`src/rtl/ep_irq_pkg.sv`:
```
package ep_irq_pkg;
    localparam int EP_COUNT = 5;
    localparam int REQ_BITS = 8;
    localparam int SFR_W    = 8;
    localparam int DEV_BIT  = SFR_W - 1;
    localparam int RSV_W    = SFR_W - 1 - EP_COUNT;
    localparam logic [SFR_W-1:0] SUM_ADDR = 8'hD6;
    localparam logic [SFR_W-1:0] DEV_MASK = SFR_W'(1) << DEV_BIT;

    typedef struct packed {
        logic                dev;
        logic [RSV_W-1:0]    rsv;
        logic [EP_COUNT-1:0] ep;
    } sum_reg_t;

    typedef struct packed {
        logic cfg;
        logic alt;
        logic intf;
    } dev_evt_t;

    typedef struct packed {
        logic                glb;
        logic                usb_ep;
        logic                dev;
        logic [EP_COUNT-1:0] ep;
    } irq_en_t;

    function automatic sum_reg_t pack_sum(logic dev, logic [EP_COUNT-1:0] ep);
        sum_reg_t s;
        s.dev = dev;
        s.rsv = '0;
        s.ep  = ep;
        return s;
    endfunction

    function automatic logic wr_clears_dev(logic [SFR_W-1:0] wd);
        return (wd & DEV_MASK) == '0;
    endfunction
endpackage

```
`src/rtl/ep_flag_cell.sv`:
```
module ep_flag_cell #(
    parameter int REQ_BITS = ep_irq_pkg::REQ_BITS
) (
    input  logic                clk,
    input  logic                rst,
    input  logic [REQ_BITS-1:0] req,
    input  logic                rd_clr,
    output logic                flag
);
    logic prev_q;
    logic req_any;
    logic rise;

    assign req_any = |req;
    assign rise    = req_any && !prev_q;

    always_ff @(posedge clk) begin
        if (rst) begin
            prev_q <= 1'b0;
            flag   <= 1'b0;
        end else begin
            prev_q <= req_any;
            if (rise)
                flag <= 1'b1;
            else if (rd_clr)
                flag <= 1'b0;
        end
    end

    assert_set_on_rise_R3: assert property (@(posedge clk) disable iff (rst)
        (req_any && !prev_q) |=> flag);
    assert_no_reset_while_held_R3: assert property (@(posedge clk) disable iff (rst)
        (!flag && !(req_any && !prev_q)) |=> !flag);
    assert_clear_on_read_R4: assert property (@(posedge clk) disable iff (rst)
        (rd_clr && !(req_any && !prev_q)) |=> !flag);
    assert_hold_R4: assert property (@(posedge clk) disable iff (rst)
        (flag && !rd_clr) |=> flag);
    assert_set_beats_clear_R5: assert property (@(posedge clk) disable iff (rst)
        (rd_clr && req_any && !prev_q) |=> flag);
endmodule

```
`src/rtl/dev_req_flag.sv`:
```
module dev_req_flag
    import ep_irq_pkg::*;
(
    input  logic     clk,
    input  logic     rst,
    input  dev_evt_t evt,
    input  logic     clr_wr,
    output logic     flag
);
    logic evt_any;

    assign evt_any = evt.cfg || evt.alt || evt.intf;

    always_ff @(posedge clk) begin
        if (rst)
            flag <= 1'b0;
        else if (evt_any)
            flag <= 1'b1;
        else if (clr_wr)
            flag <= 1'b0;
    end

    assert_dev_set_R6: assert property (@(posedge clk) disable iff (rst)
        evt_any |=> flag);
    assert_dev_clear_R7: assert property (@(posedge clk) disable iff (rst)
        (clr_wr && !evt_any) |=> !flag);
    assert_dev_sticky_R7: assert property (@(posedge clk) disable iff (rst)
        (flag && !clr_wr) |=> flag);
    assert_dev_set_beats_clear_R8: assert property (@(posedge clk) disable iff (rst)
        (clr_wr && evt_any) |=> flag);
endmodule

```
`src/rtl/irq_combine.sv`:
```
module irq_combine
    import ep_irq_pkg::*;
(
    input  logic                clk,
    input  logic                rst,
    input  logic [EP_COUNT-1:0] ep_flags,
    input  logic                dev_flag,
    input  irq_en_t             en,
    output logic                ep_irq,
    output logic                dev_irq
);
    logic ep_cond;
    logic dev_cond;

    assign ep_cond  = en.glb && en.usb_ep && (|(ep_flags & en.ep));
    assign dev_cond = dev_flag && en.dev;

    always_ff @(posedge clk) begin
        if (rst) begin
            ep_irq  <= 1'b0;
            dev_irq <= 1'b0;
        end else begin
            ep_irq  <= ep_cond;
            dev_irq <= dev_cond;
        end
    end

    assert_ep_irq_rise_R9: assert property (@(posedge clk) disable iff (rst)
        ep_cond |=> ep_irq);
    assert_ep_irq_fall_R9: assert property (@(posedge clk) disable iff (rst)
        !ep_cond |=> !ep_irq);
    assert_dev_irq_rise_R10: assert property (@(posedge clk) disable iff (rst)
        dev_cond |=> dev_irq);
    assert_dev_irq_fall_R10: assert property (@(posedge clk) disable iff (rst)
        !dev_cond |=> !dev_irq);
endmodule

```
`src/rtl/ep_irq_summary.sv`:
```
module ep_irq_summary
    import ep_irq_pkg::*;
#(
    parameter logic [SFR_W-1:0] ADDR = SUM_ADDR
) (
    input  logic                         clk,
    input  logic                         rst,
    input  logic [SFR_W-1:0]             sfr_addr,
    input  logic                         sfr_rd,
    input  logic                         sfr_wr,
    input  logic [SFR_W-1:0]             sfr_wdata,
    output logic [SFR_W-1:0]             sfr_rdata,
    input  logic [EP_COUNT*REQ_BITS-1:0] ep_req,
    input  logic [EP_COUNT-1:0]          ep_reg_rd,
    input  logic                         dreq_cfg,
    input  logic                         dreq_alt,
    input  logic                         dreq_intf,
    input  logic [EP_COUNT-1:0]          ep_ie,
    input  logic                         glb_ie,
    input  logic                         usb_ep_ie,
    input  logic                         dev_ie,
    output logic                         ep_irq,
    output logic                         dev_irq
);
    logic [EP_COUNT-1:0] ep_flags;
    logic                dev_flag;
    logic                sel;
    logic                dev_clr;
    dev_evt_t            evt;
    irq_en_t             en;
    sum_reg_t            status;

    assign sel     = (sfr_addr == ADDR);
    assign dev_clr = sfr_wr && sel && wr_clears_dev(sfr_wdata);
    assign evt     = '{cfg: dreq_cfg, alt: dreq_alt, intf: dreq_intf};
    assign en      = '{glb: glb_ie, usb_ep: usb_ep_ie, dev: dev_ie, ep: ep_ie};

    for (genvar n = 0; n < EP_COUNT; n++) begin : g_ep
        ep_flag_cell #(.REQ_BITS(REQ_BITS)) cell_i (
            .clk    (clk),
            .rst    (rst),
            .req    (ep_req[n*REQ_BITS +: REQ_BITS]),
            .rd_clr (ep_reg_rd[n]),
            .flag   (ep_flags[n])
        );
    end

    dev_req_flag dev_i (
        .clk    (clk),
        .rst    (rst),
        .evt    (evt),
        .clr_wr (dev_clr),
        .flag   (dev_flag)
    );

    irq_combine comb_i (
        .clk      (clk),
        .rst      (rst),
        .ep_flags (ep_flags),
        .dev_flag (dev_flag),
        .en       (en),
        .ep_irq   (ep_irq),
        .dev_irq  (dev_irq)
    );

    assign status    = pack_sum(dev_flag, ep_flags);
    assign sfr_rdata = (sfr_rd && sel) ? status : '0;

    assert_reset_quiet_R1: assert property (@(posedge clk)
        rst |=> (ep_flags == '0 && !dev_flag && !ep_irq && !dev_irq));
    assert_idle_bus_zero_R2: assert property (@(posedge clk) disable iff (rst)
        !sfr_rd |-> (sfr_rdata == '0));
endmodule

```
`config.mk`:
```
export PLATFORM = sky130hd
export DESIGN_NAME = ep_irq_summary
export DESIGN_NICKNAME = d
export VERILOG_FILES = /design/src/rtl/ep_irq_pkg.sv /design/src/rtl/ep_flag_cell.sv /design/src/rtl/dev_req_flag.sv /design/src/rtl/irq_combine.sv /design/src/rtl/ep_irq_summary.sv
export SDC_FILE = /design/constraint.sdc
export NUM_CORES = 1
export LEC_CHECK = 0
export ABC_AREA = 0
export ABC_CLOCK_PERIOD_IN_PS = 1200
export BUFFER_PORTS_ARGS = -buffer_cell sky130_fd_sc_hd__buf_2
export CAP_MARGIN = 10
export CORE_MARGIN = 1
export CORE_UTILIZATION = 27
export CTS_CLUSTER_SIZE = 25
export DETAILED_ROUTE_END_ITERATION = 6
export PLACE_DENSITY = 0.81
export SKIP_LAST_GASP = 1
export SLEW_MARGIN = 25
export SYNTH_ARGS = -nofsm -noshare
export SYNTH_HDL_FRONTEND = slang
export SYNTH_HIERARCHICAL = 1
export SYNTH_SLANG_ARGS = --single-unit
```
`constraint.sdc`:
```
create_clock -name clk -period 1.2 [get_ports clk]
set_input_delay 0.18 -clock clk [delete_from_list [all_inputs] [get_ports clk]]
set_output_delay 0.18 -clock clk [all_outputs]
set_load 0.02 [all_outputs]
```
==> impl_results.md <==
- Post-route ant nets: 0
- Final min period: 1.18 ns
- Die W: 52.4 um
- Leak Pwr: 0.584 nW
- Placeable Area: 2300 um^2
- Dpl hpwl: 1.84 mm
- Critical path's slowest cell: buf_2
- Total die area: 2750 um^2
- Clk_lat worst skew: 0.27 ns
- First-pass DRT Iterations: 4
- Worst Setup End Kind: output port
- PD cells: 815 nW/um^2
- Status: completed
- Drt drc: 0
- WP data required: 1.02 ns
- Vias: 872
- Vias in the first global route: 815
- Number of synthesis warnings: 6
- Area delta synth->final: 73.0%
- Max-cap viol count: 0
- WS Path Type: in2out
- Total CTS buffers: 3
- Peak VDD IR: 0.433 mV
- GRT Overall Usage: 0.153
- # H-tree levels: 1
- Yosys top cell by area: dfxtp_1
- Worst hold path type: in2reg
- Crit path cell chain: buf_2, nand4bb_1, buf_4, nor3_1, buf_2
- Final setup violation count: 0
- Final nets: 231
- Clock Tree Root: clkbuf_4
- WL/cell: 12.4 um
- Drt total wl: 2.25 mm
- GRT overflow: 0
- Synthesized area: 687 um^2
- CTS Sinks: 13
- Final critical-path share of the clock period: 0.981
- Clock-pin slew on the worst setup and hold paths: 0.08 ns
- Startpoint Class: input pin
- CTS tree: done
- Non-filler cells in the finished layout: 182
- Register bit total from synthesis: 13
- Largest net degree at the start of global routing: 14
- Die height: 52.4 um
- Layout cell share with drive strength beyond 1: 0.695
- Filler cell count: 229
- DP Cell Count: 174
- First-pass GRT wire length: 3.09 mm
- Syn Area/Cell: 9.67 um^2
- # diodes: 0
- Rows: 17
- Largest fanout on the critical path: 7
- Input/output buffers: 76
- Buf+Inv Stages, Crit Path: 3
- RSZ-0062 raised after global routing: true
- Crit path largest cell delay: 0.19 ns
- Most frequent CP cell: buf_2
- Hold_ws: 0.130 ns
- Delay-heaviest family, CP: buffers and inverters
- Initial Util: 0.299
- Cells after Synth: 71
- Vias per cell: 4.79
- Cts hold-fix bufs: 0
- Area share of the largest cell type after synthesis: 0.379
- Longest Clk Path Bufs: 2
- Tot Pwr: 968 uW
- Final Hold Fails: 0
- DRT iter0 DRCs: 3
- Crit path DAT: 1.00 ns
- Sum Neg Setup Slack: 0 ns
- Final Util: 0.517
- FMAX: 850 MHz
- RePlAce Congestion: 0.672
- Initial antenna violation count: 0
- Sequential share of the synthesized area: 0.379
- Io pins: 86
- Max Slew Vio Count: 0
- Synth area leaders: dfxtp_1 (38%), nor4_2 (18%), a21oi_1 (8.0%), a21o_1 (5.5%), nand2b_1 (4.6%)
- Count of cell types in the netlist: 19
- Layout Skew: 0.00247 ns
==> worst paths after layout <==
path | slack [ns] | cells past startpoint | startpoint | end
min reg2reg | 0.48 | 2 | dev_i/flag | comb_i/dev_irq
max reg2reg | 0.18 | 3 | g_ep[1].cell_i/flag | comb_i/ep_irq
max | 0.02 | 5 | sfr_addr[5] | sfr_rdata[2]
min | 0.13 | 3 | dev_ie | comb_i/dev_irq
==> power breakdown <==
| group | internal, mW | switching, mW |
|---|---|---|
| Clock | 0.128 | 0.139 |
| Combinational | 0.129 | 0.0993 |
| Sequential | 0.458 | 0.0143 |
==> cells in the final DEF, fill, tap and decap left out <==
cell type   n
nor3_1      3
nand2b_1    5
nor2_1      1
a21o_1      5
nand2_1     8
clkbuf_1    1
buf_4       7
conb_1      2
buf_2      74
a22oi_1     1
nor3_2      4
dfxtp_2     5
a21oi_1    11
nand2b_4    1
nor4b_2     1
a211oi_1    1
nand4b_4    1
nand4bb_1   1
a222oi_1    1
clkbuf_4    3
dfxtp_4     1
nor4_2     10
dfxtp_1     7
==> layer usage <==
| metal | part of all wire | track usage |
|---|---|---|
| met4 | 0.0093 | 0.0746 |
| met3 | 0.094 | 0.0348 |
| met5 | 0 | 0 |
| met1 | 0.36 | 0.152 |
| met2 | 0.54 | 0.291 |
==> sequential cells by signal (all words and copies together) (netlist names) <==
register / cells
g_ep.cell_i/prev_q: 5
comb_i/ep_irq: 1
dev_i/flag: 1
comb_i/dev_irq: 1
g_ep.cell_i/flag: 5
==> cell usage after synthesis, drive strengths merged <==
cell	count
a21o	5
nor2	1
a21oi	11
a222oi	1
nor4	10
conb	1
nand2	8
dfxtp	13
nand4b	1
nor4b	1
nand4bb	1
a211oi	1
a22oi	1
nor3	7
buf	3
nand2b	6
==> layout make-up <==
| cell class | instances | area [um^2] | share of cell area |
|---|---|---|---|
| clock buffer | 4 | 26.3 | 0.0221 |
| multi-input combinational | 56 | 434 | 0.365 |
| sequential | 13 | 270 | 0.227 |
| tap | 28 | 35.0 | 0.0295 |
| timing repair buffer | 81 | 423 | 0.356 |
==> worst register-to-register path, stage by stage (launching register included) <==
cell and delay, ns:
dfxtp_2 0.34, buf_4 0.13, a222oi_1 0.33, a211oi_1 0.12
==> metrics by stage <==
| step | setup WS, ns | area (um^2) |
|---|---|---|
| floorplan | 0.0272 | 691 |
| global placement | 0.0181 | 1090 |
| detailed placement | -0.0186 | 1090 |
| CTS | -0.00250 | 1120 |
| global route | -0.0273 | 1190 |
| finish | 0.0231 | 1190 |
==> cells by family after synthesis <==
kind of cell,synth area share
flops,0.379
compound gates,0.171
simple gates,0.415
other cells,0.00546
buf+inv,0.0291
==> repair_timing <==
item / 4_1_cts / 5_1_grt
gates resized for setup: 4 / 9
buffers inserted: 0 / 4
endpoints found under the setup margin: 4 / 6
pin swaps: 0 / 0
Power figures use the tool's default switching activity.
